### config.mk
export PLATFORM = sky130hd
export DESIGN_NAME = stat_irq_pin
export DESIGN_NICKNAME = d
export VERILOG_FILES = /design/src/rtl/stat_irq_pkg.sv /design/src/rtl/stat_evt_recorder.sv /design/src/rtl/stat_pulse_seq.sv /design/src/rtl/stat_line_drive.sv /design/src/rtl/stat_irq_pin.sv
export SDC_FILE = /design/constraint.sdc
export NUM_CORES = 1
export LEC_CHECK = 0
export ABC_AREA = 0
export BUFFER_PORTS_ARGS = -buffer_cell sky130_fd_sc_hd__clkbuf_2
export CORE_MARGIN = 8
export CORE_UTILIZATION = 41
export DETAILED_ROUTE_END_ITERATION = 16
export PLACE_DENSITY = 0.72
export SYNTH_ARGS = -nofsm -noshare
export SYNTH_HDL_FRONTEND = slang
export SYNTH_SLANG_ARGS = --single-unit
### constraint.sdc
create_clock -name clk -period 1.71 [get_ports clk]
set_input_delay 0.4275 -clock clk [delete_from_list [all_inputs] [get_ports clk]]
set_output_delay 0.4275 -clock clk [all_outputs]
set_load 0.02 [all_outputs]
### src/rtl/stat_irq_pkg.sv
package stat_irq_pkg;

    typedef enum logic [1:0] {
        SEQ_IDLE  = 2'd0,
        SEQ_GAP   = 2'd1,
        SEQ_PULSE = 2'd2
    } seq_state_e;

    typedef struct packed {
        logic idle;
        logic gap;
        logic pulse;
    } seq_view_t;

    localparam int SRC_SUPPLY_ATTACH = 0;
    localparam int SRC_PGOOD_CHANGE  = 1;
    localparam int SRC_VALID_FAIL    = 2;
    localparam int SRC_OVERVOLT      = 3;
    localparam int SRC_THERM_REG     = 4;
    localparam int SRC_THERM_SHDN    = 5;
    localparam int SRC_NO_BATT       = 6;

    function automatic int unsigned wider_of(input int unsigned a, input int unsigned b);
        return (a > b) ? a : b;
    endfunction

    function automatic logic line_level(input seq_view_t v, input logic chg);
        return v.pulse | (v.idle & chg);
    endfunction

endpackage

### src/rtl/stat_evt_recorder.sv
module stat_evt_recorder #(
    parameter int NSRC = 7
) (
    input  logic            clk,
    input  logic            rst,
    input  logic [NSRC-1:0] evt_i,
    input  logic [NSRC-1:0] mask_i,
    input  logic            rd_clr_i,
    output logic [NSRC-1:0] status_o,
    output logic            irq_o,
    output logic            trig_o
);
    logic [NSRC-1:0] status_q;
    logic            irq_q;

    always_ff @(posedge clk) begin
        if (rst) begin
            status_q <= '0;
            irq_q    <= 1'b0;
        end else begin
            status_q <= (status_q & {NSRC{~rd_clr_i}}) | evt_i;
            irq_q    <= (irq_q & ~rd_clr_i) | (|evt_i);
        end
    end

    assign status_o = status_q;
    assign irq_o    = irq_q;
    assign trig_o   = |(evt_i & ~mask_i);

    assert_capture_R6: assert property (@(posedge clk) disable iff (rst)
        (|evt_i) |=> ((status_q & $past(evt_i)) == $past(evt_i)));

    assert_sticky_R6: assert property (@(posedge clk) disable iff (rst)
        !rd_clr_i |=> ((status_q & $past(status_q)) == $past(status_q)));

    assert_summary_R7: assert property (@(posedge clk) disable iff (rst)
        (|evt_i) |=> irq_q);

    assert_clear_R8: assert property (@(posedge clk) disable iff (rst)
        (rd_clr_i && !(|evt_i)) |=> (!irq_q && status_q == '0));

endmodule

### src/rtl/stat_pulse_seq.sv
module stat_pulse_seq
    import stat_irq_pkg::*;
#(
    parameter int GAP_TICKS   = 16,
    parameter int PULSE_TICKS = 16
) (
    input  logic      clk,
    input  logic      rst,
    input  logic      trig_i,
    input  logic      chg_i,
    input  logic      tick_i,
    output seq_view_t view_o
);
    localparam int unsigned SPAN = wider_of(GAP_TICKS, PULSE_TICKS);
    localparam int CW = (SPAN > 1) ? $clog2(SPAN) : 1;
    localparam logic [CW-1:0] GAP_LIM   = CW'(GAP_TICKS - 1);
    localparam logic [CW-1:0] PULSE_LIM = CW'(PULSE_TICKS - 1);

    seq_state_e    st_q, st_n;
    logic [CW-1:0] cnt_q, cnt_n;
    logic [CW-1:0] lim;

    assign lim = (st_q == SEQ_GAP) ? GAP_LIM : PULSE_LIM;

    always_comb begin
        st_n  = st_q;
        cnt_n = cnt_q;
        unique case (st_q)
            SEQ_IDLE: begin
                if (trig_i) begin
                    st_n  = chg_i ? SEQ_GAP : SEQ_PULSE;
                    cnt_n = '0;
                end
            end
            SEQ_GAP, SEQ_PULSE: begin
                if (tick_i) begin
                    if (cnt_q == lim) begin
                        st_n  = (st_q == SEQ_GAP) ? SEQ_PULSE : SEQ_IDLE;
                        cnt_n = '0;
                    end else begin
                        cnt_n = cnt_q + CW'(1);
                    end
                end
            end
            default: begin
                st_n  = SEQ_IDLE;
                cnt_n = '0;
            end
        endcase
    end

    always_ff @(posedge clk) begin
        if (rst) begin
            st_q  <= SEQ_IDLE;
            cnt_q <= '0;
        end else begin
            st_q  <= st_n;
            cnt_q <= cnt_n;
        end
    end

    assign view_o.idle  = (st_q == SEQ_IDLE);
    assign view_o.gap   = (st_q == SEQ_GAP);
    assign view_o.pulse = (st_q == SEQ_PULSE);

    assert_cnt_bound_R3: assert property (@(posedge clk) disable iff (rst)
        (st_q != SEQ_IDLE) |-> (cnt_q <= lim));

    assert_gap_after_charge_R4: assert property (@(posedge clk) disable iff (rst)
        (st_q == SEQ_GAP && $past(st_q) == SEQ_IDLE) |-> $past(chg_i));

    assert_no_restart_R9: assert property (@(posedge clk) disable iff (rst)
        (st_q == SEQ_PULSE && $past(st_q) == SEQ_PULSE) |->
            (cnt_q == $past(cnt_q) || cnt_q == $past(cnt_q) + CW'(1)));

    assert_one_state_R9: assert property (@(posedge clk) disable iff (rst)
        $onehot0({view_o.idle, view_o.gap, view_o.pulse}) && (view_o != '0));

endmodule

### src/rtl/stat_line_drive.sv
module stat_line_drive
    import stat_irq_pkg::*;
(
    input  seq_view_t view_i,
    input  logic      chg_i,
    output logic      pull_low_o
);
    assign pull_low_o = line_level(view_i, chg_i);
endmodule

### src/rtl/stat_irq_pin.sv
module stat_irq_pin
    import stat_irq_pkg::*;
#(
    parameter int NSRC        = 7,
    parameter int GAP_TICKS   = 16,
    parameter int PULSE_TICKS = 16
) (
    input  logic            clk,
    input  logic            rst,
    input  logic            chg_active_i,
    input  logic [NSRC-1:0] evt_i,
    input  logic [NSRC-1:0] mask_i,
    input  logic            tick_i,
    input  logic            rd_clr_i,
    output logic            pull_low_o,
    output logic [NSRC-1:0] status_o,
    output logic            irq_o
);
    logic      trig;
    seq_view_t view;

    stat_evt_recorder #(.NSRC(NSRC)) u_rec (
        .clk      (clk),
        .rst      (rst),
        .evt_i    (evt_i),
        .mask_i   (mask_i),
        .rd_clr_i (rd_clr_i),
        .status_o (status_o),
        .irq_o    (irq_o),
        .trig_o   (trig)
    );

    stat_pulse_seq #(.GAP_TICKS(GAP_TICKS), .PULSE_TICKS(PULSE_TICKS)) u_seq (
        .clk    (clk),
        .rst    (rst),
        .trig_i (trig),
        .chg_i  (chg_active_i),
        .tick_i (tick_i),
        .view_o (view)
    );

    stat_line_drive u_drv (
        .view_i     (view),
        .chg_i      (chg_active_i),
        .pull_low_o (pull_low_o)
    );

    assert_idle_level_R1: assert property (@(posedge clk) disable iff (rst)
        view.idle |-> (pull_low_o == chg_active_i));

    assert_gap_released_R4: assert property (@(posedge clk) disable iff (rst)
        view.gap |-> !pull_low_o);

    assert_pulse_low_R3: assert property (@(posedge clk) disable iff (rst)
        view.pulse |-> pull_low_o);

    assert_masked_quiet_R5: assert property (@(posedge clk) disable iff (rst)
        (view.idle && !(|(evt_i & ~mask_i))) |=> view.idle);

endmodule

* Word-level counts from Yosys, hierarchy flattened
Index checks and enable logic that the tools add are counted.
** Cells by class
- $add $sub $neg :: 1
- $mul :: 0
- Div/mod/pow operators :: 0
- $lt $le $gt $ge :: 0
- Equal/unequal tests :: 6
- Shift operators :: 0
- Mux-type cells :: 10
- Bitwise logic cells :: 9
- Reductions and logical operators :: 6
** Operator list (number)
- AND 7 bit :: 2
- OR reduction 7 bit :: 2
- two-way mux 4 bit :: 3
- two-way mux 2 bit :: 5
- case mux 4 bit (2 select lines) :: 1
- NOT 7 bit :: 1
- bitwise OR 7 bit :: 1
- adder 4 x 1 -> 4 bit (second input constant) :: 1
- equality test 4 bit (second input constant) :: 1
- inequality test 2 bit (second input constant) :: 2
- case mux 2 bit (2 select lines) :: 1
- AND reduction 3 bit :: 1
- AND 1 bit :: 2
- equality test 2 x 1 -> 1 bit (second input constant) :: 1
- equality test 2 bit (second input constant) :: 1
- logical NOT 2 bit :: 1
- inequality test 2 x 1 -> 1 bit (second input constant) :: 1
- bitwise OR 1 bit :: 2
- AND reduction 2 bit :: 1
- OR reduction 2 bit :: 1
- NOT 1 bit :: 1
** Word-level totals
- Flip-flop bits (word level) :: 14
- Latch bits :: 0
- RAM bits :: 0
- Bits in read-only memories :: 0
- Input bits :: 19
- Output and inout bits :: 9
- Logic and storage cells :: 36
- Memories kept :: 0

* Logic depth before layout (Yosys ltp)
Gate-level depths: netlist (run 1).
- Word-level depth :: 5
- Gate-level depth with buffers :: 7
- Depth with buffers taken out :: 6

* By module
A second synthesis (run 1) with hierarchy kept.
** Unflattened totals
- Cells, all modules :: 81
- Area total of the unflattened synthesis :: 708.2 um2
** Modules (own cells, without submodules)
- stat_pulse_seq :: instances 1, cells each 42, area an instance 395.4 um2, sequential area each 120.1 um2
- stat_evt_recorder :: instances 1, cells each 38, area an instance 305.3 um2, sequential area each 160.2 um2
- stat_line_drive :: instances 1, cells each 1, area an instance 7.5 um2, sequential area each 0.0 um2

* Worst setup path before layout (run 1)
No wires, ideal clock.
- Path type :: reg2reg
- From :: reg u_seq.st_q[0]
- To :: reg u_seq.st_q[1]
- Setup time :: 71 ps
- Data arrival time :: 1572 ps
- Data required time :: 1639 ps
- Slack :: 68 ps
- Cell stages (with the launch flop) :: 7
- Path buffers :: 0
- Period minus slack after synthesis :: 1642 ps
- Cell sequence :: dfxtp_1 > inv_1 > ha_1 > inv_1 > o21ai_0 > or4_1 > a21oi_1
** Between the ends
- Longest elaborated chain between the ends :: 5
- Elaborated cells on any way between the ends :: 12
- Those cells by class :: eq/ne (5); mux (4); reduce/logical (3)
** RTL lines
- start, declared :: line stat_pulse_seq.sv:19 : seq_state_e st_q, st_n;
- start signal, assigned :: line stat_pulse_seq.sv:57 : st_q <= st_n;
- equality test 2 x 1 -> 1 bit :: line stat_pulse_seq.sv:28, stat_pulse_seq.sv:38
- two-way mux 2 bit :: line stat_pulse_seq.sv:38 : st_n = (st_q == SEQ_GAP) ? SEQ_PULSE : SEQ_IDLE;
- two-way mux 2 bit :: line stat_pulse_seq.sv:37 : if (cnt_q == lim) begin
- two-way mux 2 bit :: line stat_pulse_seq.sv:36 : if (tick_i) begin
- case mux 2 bit (2 select lines) :: line stat_pulse_seq.sv:28 : unique case (st_q)
Parallel ways exist; a longest one is shown, timed or not. The select of a mux whose other input is x is not followed.
A chain may end at the register's enable or synchronous reset.

* Worst setup path after layout (run 1)
- From :: reg u_seq.st_q[0]
- To :: out pull_low_o
** Between the ends
- Longest elaborated chain between the ends :: 3
- Elaborated cells on any way between the ends :: 4
- Those cells by class :: eq/ne (1); bitwise (2); reduce/logical (1)
** RTL lines
- logical NOT 2 bit :: line stat_pulse_seq.sv:62 : assign view_o.idle = (st_q == SEQ_IDLE);
- AND 1 bit :: line stat_irq_pkg.sv:28 : return v.pulse | (v.idle & chg);
- bitwise OR 1 bit (*) :: line stat_irq_pkg.sv:28
- end, declared :: line stat_irq_pin.sv:15 : output logic pull_low_o,
Mark *: on every way between the ends. The rest lies on a longest branch, timed or not.

==> run_results.csv, run 1 <==
group,metric,value,unit
timing,fmax,614.3,MHz
critical_path,slowest_stage,"dfxtp_2",
global_route,overflow,0,
cts,clock_path_buffers,2,
die,rows,15,
min_path,hold_end,"u_rec.status_o[1]",
timing,slew_viol_final,0,
final_layout,fin_area,985.9,µm²
cts,clkLatencyLatePin,0.28,ns
critical_path,cp_cell_sequence,"inv_2, ha_2, buf_6, nand2_4, nand2b_4, buf_8",
pwr,p_leak,0.4787,nW
timing,setup_viol,0,
die,fp.dieH,57.82,µm
drt,wl_per_cell,13.16,µm
cts,cts.clk_slew.worst_paths,0.08,ns
synth,synth.avg_cell_area,8.336,µm²
drt,vias,739,
critical_path,reg2reg_to,"u_seq.st_q[1]",
synth,synth_nets,109,
synth,ys_seq_area_share,39.09,%
critical_path,start_kind,"flop",
critical_path,worstPathRequired,1.28,ns
min_path,hold_path.class,"in2reg",
placement,portBuffers,27,
critical_path,worst_setup_path_end_kind,"output port",
drt,wl,1.816,mm
synth,yosysWarnings,0,
global_route,grt_pass1_vias,743,
critical_path,max_stage_delay,0.34,ns
global_route,grt_usage,11.20,%
min_path,hold_start,"evt_i[1]",
global_route,grt_util_met1,11.14,%
final_layout,antenna_cells,0,
synth,yosysTopAreaCell,"dfxtp_1",
die,initial_core_util,42.44,%
timing,min_period_over_period,95.19,%
placement,hpwl,1.433,mm
global_route,top_usage_layer,"met2",
critical_path,rrSetupSlack,0.14,ns
timing,tightest_slew,0.3048,ns
synth,synth.area.top_cells,"dfxtp_1, a21oi_1, ha_1",
die,ios,28,
synth,synth-seq-cells,14,
synth,netlist_area,716.9,µm²
die,fp.dieArea,3343,µm²
critical_path,critPathMaxFanout,3,
synth,synthCells,86,
critical_path,reg2reg_depth,6,
final_layout,nets,146,
critical_path,worstReg2RegStart,"u_seq.st_q[0]",
critical_path,crit_family,"flip-flops",
cts,cts_tree,"done",
final_layout,area_growth,37.52,%
timing,skew,0.0002003,ns
synth,synth_top_area_share,39.09,%
synth,synth-async-reset-ratio,0,%
global_route,met2_usage,19.90,%
synth,synth_edf_count,0,
critical_path,arrival,1.20,ns
timing,setup_ws,0.08220,ns
global_route,grt_pass1_wl,2.967,mm
synth,ys_types,29,
final_layout,register_area,285.3,µm²
pwr,finalPower,1.185,mW
synth,yosys-top-cells-count,"a21oi_1, dfxtp_1, inv_1",
critical_path,critical_path_class,"reg2out",
cts,numCtsBuffers,3,
timing,min_period,1.628,ns
cts,clkSinkCount,14,
final_layout,fill_cells,159,
drt,drtIter0Drc,21,
die,core,1689,µm²
placement,placed_area,903.4,µm²
die,die_w,57.82,µm
global_route,grt_max_degree,16,
final_layout,layout-drive-gt1-share,46.28,%
timing,fin_setup_tns,0,ns
run,cap_violations,0,
pwr,p_per_area,1202,nW/µm²
min_path,hold_path_depth,3,
status,status,"finished clean",
drt,routed_via_density,5.355,
drt,first_pass_iters,4,
global_route,antenna_found_initial,0,
global_route,grt_util_met3,2.649,%
critical_path,path_buf_inv,3,
cts,htreeDepth,1,
final_layout,multi_input_area,410.4,µm²
synth,ys.flop_type,"dfxtp_1",
drt,drcViolationCount,0,
placement,routabilityCongestion,0.7809,
pwr,ir_drop,578.6,µV
placement,pre_cts_slack,-0.009289,ns
drt,ant_nets,0,
timing,finalHoldViolCount,0,
cts,cts-root-buf,"clkbuf_4",
timing,rsz0062_at_grt,"no",
timing,max_slew_margin,79.68,%
==> layout by cell type (no fill, tap or decap), types with 2 or more instances in the layout <==
cell,instances
o21ai_0,4
inv_1,10
dfxtp_2,4
ha_2,3
clkbuf_2,26
a21oi_1,13
clkbuf_4,3
nand4_1,2
nor2_1,8
dfxtp_1,10
nand2_1,2
o22ai_2,3
buf_4,6
inv_2,2
nand3_1,2
==> per-layer routing <==
metal,vias up,routed length (µm)
li1,376,-
met1,333,736
met2,23,941
met3,7,80
met4,0,57
met5,-,0
==> registers in the layout, summed over array words and instances, names as in the netlist <==
name / flops
u_rec.status_o: 7
u_seq.cnt_q: 4
u_seq.st_q: 2
u_rec.irq_o: 1
==> worst reg2reg max path, cell delays in order, from the launching register on <==
cell and delay [ns]:
dfxtp_2 0.34, inv_2 0.04, ha_2 0.30, nand2_1 0.09, o21ai_1 0.10, or4_4 0.49
a21oi_2 0.14
==> per-stage QoR <==
| stage | hold WS [ns] | util (%) | instances |
|---|---|---|---|
| detailed placement | 0.4729 | 53.48 | 134 |
| global route | 0.3726 | 58.37 | 138 |
| floorplan | 0.4580 | - | 86 |
| CTS | 0.3648 | 56.00 | 138 |
| global placement | 0.4637 | 53.48 | 134 |
| finish | 0.3632 | 58.37 | 138 |
==> kinds of logic (layout without fill, tap and decap cells) <==
logic type,Yosys count,count (layout),share of synthesized area (%)
AO/OA/AOI/OAI,30,30,27.05
adder cells (fa/ha/maj),4,4,6.981
buffers and inverters,14,49,8.376
flip-flops,14,14,39.09
AND/OR/NAND/NOR,24,24,18.50
==> where the power goes <==
part	internal [mW]	leakage (nW)	total [mW]	switching (mW)
clock network	0.0818	0.0138	0.189	0.107
registers	0.375	0.117	0.408	0.0325
logic	0.305	0.347	0.589	0.284
==> worst max path at each step <==
stage                             start             to  slack, ns  cells after the start
after detailed placement       evt_i[3]  u_seq.st_q[1]     -0.009                      7
after global routing      u_seq.st_q[0]     pull_low_o      0.003                      6
after global placement         evt_i[2]  u_seq.st_q[1]       0.04                      7
after CTS                 u_seq.st_q[0]     pull_low_o       0.02                      6
after floorplan           u_seq.st_q[0]  u_seq.st_q[1]       0.07                      6
final                     u_seq.st_q[0]     pull_low_o       0.08                      6
==> repair_timing <==
action	CTS	global route
setup endpoints to repair	1	3
hold buffers	0	0
buffers inserted	1	0
hold endpoints to repair	0	0
gates resized for setup	4	15
==> area by class of cell <==
class                      count  area share [%]
inverter                      12           4.569
multi-input combinational     58           41.62
tap                           17           2.157
clock buffer                   3           2.284
timing repair buffer          34           20.43
sequential                    14           28.93
Note: power is estimated with default switching activity, not from simulation.
==> run 2, diff against run 1 <==
Settings changed: CORE_MARGIN 8 to unset, CTS_CLUSTER_DIAMETER set to 60, GPL_ROUTABILITY_DRIVEN set to 0.
==> run_results.csv, run 2 (same netlist as run 1, synthesis figures left out) <==
group,metric,value,unit
cts,clkLatencyLatePin,0.27,ns
pwr,p_per_area,1185,nW/µm²
drt,vias,726,
critical_path,critPathMaxFanout,2,
min_path,hold_path.class,"in2reg",
placement,hpwl,1.215,mm
critical_path,cp_cell_sequence,"inv_2, buf_4, ha_1, nand2b_4, buf_8",
final_layout,fin_area,982.2,µm²
critical_path,critical_path_class,"reg2out",
final_layout,largest_reg_flops,7,
drt,drtIter0Drc,15,
cts,htreeDepth,1,
die,fp.dieH,43.82,µm
cts,cts_setup_buffers,0,
cts,clock_path_buffers,2,
die,ios,28,
drt,routed_via_density,5.223,
cts,cts_tree,"done",
critical_path,arrival,1.23,ns
global_route,grt_pass1_vias,655,
critical_path,start_kind,"flop",
drt,drcViolationCount,1,
timing,setup_viol,0,
cts,cts.clk_slew.worst_paths,0.08,ns
timing,rsz0062_at_grt,"no",
global_route,grt_usage,18.88,%
global_route,overflow,0,
drt,first_pass_iters,10,
final_layout,antenna_cells,0,
critical_path,worst_setup_path_end_kind,"output port",
timing,fmax,604.3,MHz
cts,clkSinkCount,14,
drt,wl,1.513,mm
cts,numCtsBuffers,3,
timing,finalHoldViolCount,0,
placement,placed_area,924.6,µm²
timing,skew,0.005521,ns
pwr,p_leak,0.4861,nW
run,cap_violations,0,
status,violations,"design-rule violations",
die,fp.dieArea,1920,µm²
drt,wl_per_cell,10.88,µm
drt,ant_nets,0,
final_layout,final_cell_mix,"clkbuf_2, a21oi_1, inv_1, dfxtp_1, buf_4",
cts,hold_buffers,0,
timing,min_period,1.655,ns
pwr,ir_drop,583.1,µV
critical_path,max_stage_delay,0.35,ns
placement,portBuffers,27,
cts,cts-root-buf,"clkbuf_4",
die,initial_core_util,45.48,%
die,core,1577,µm²
timing,slew_viol_final,0,
final_layout,area_growth,37.00,%
final_layout,layout-drive-gt1-share,43.90,%
critical_path,worstPathRequired,1.28,ns
timing,min_period_over_period,96.78,%
timing,max_slew_margin,79.80,%
final_layout,mostFrequentLayoutCell,"clkbuf_2",
global_route,antenna_found_initial,0,
timing,tightest_slew,0.3031,ns
status,status,"complete, but fails checks",
final_layout,nets,148,
die,die_w,43.82,µm
die,rows,14,
timing,fin_setup_tns,0,ns
global_route,grt_pass1_wl,2.642,mm
global_route,grt_max_degree,16,
critical_path,slowest_stage,"dfxtp_2",
-- run 2: path summary, 6_finish.rpt --
kind,end,startpoint,slack (ns),cells past startpoint
min reg2reg,u_rec.status_o[5],u_rec.status_o[5],0.49,2
max reg2reg,u_seq.st_q[1],u_seq.st_q[0],0.14,7
min,u_rec.status_o[1],evt_i[1],0.38,3
max,pull_low_o,u_seq.st_q[0],0.06,5
-- run 2: per-layer routing --
layer / GRT usage (%) / wire, µm
met5: 0 / 0
met4: 3.750 / 0
met3: 8.750 / 62
met2: 31.34 / 774
met1: 22.31 / 676
-- run 2: metrics by stage --
step | cells | power [mW] | hold WS [ns] | utilization [%] | setup WS (ns)
after global routing | 139 | 1.275 | 0.3854 | 62.30 | 0.004729
after CTS | 139 | 1.124 | 0.3739 | 60.87 | 0.007505
after detailed placement | 136 | 0.9215 | 0.4791 | 58.65 | 0.01867
after global placement | 136 | 0.9131 | 0.4632 | 58.65 | 0.03605
final | 139 | 1.164 | 0.3795 | 62.30 | 0.05508
after floorplan | 86 | 0.6876 | 0.4580 | - | 0.06763
-- run 2: worst max-delay path, delay by kind of cell (launching register included) --
kind,cells,cell delay (ns)
DFF,1,0.35
buffers and inverters,3,0.28
and+or+nand+nor,1,0.14
adders and majority gates,1,0.18
-- run 2: final cells by class --
class / count / area, µm²
clock buffers: 3 / 22.52
fillers: 141 / 594.3
inverters: 12 / 45.04
multi-input cells: 58 / 396.6
flip-flops and latches: 14 / 285.3
well taps: 16 / 20.02
repair buffers: 36 / 212.7
-- run 2: report_power, final --
group | internal [mW] | switching [mW]
registers | 0.375 | 0.0349
clock network | 0.0814 | 0.0910
logic | 0.308 | 0.273
total | 0.765 | 0.399
-- run 2: what timing repair did --
| item | CTS | global route |
|---|---|---|
| endpoints found under the setup margin | 1 | 3 |
| pin swaps | 0 | 1 |
| resized for setup | 3 | 10 |
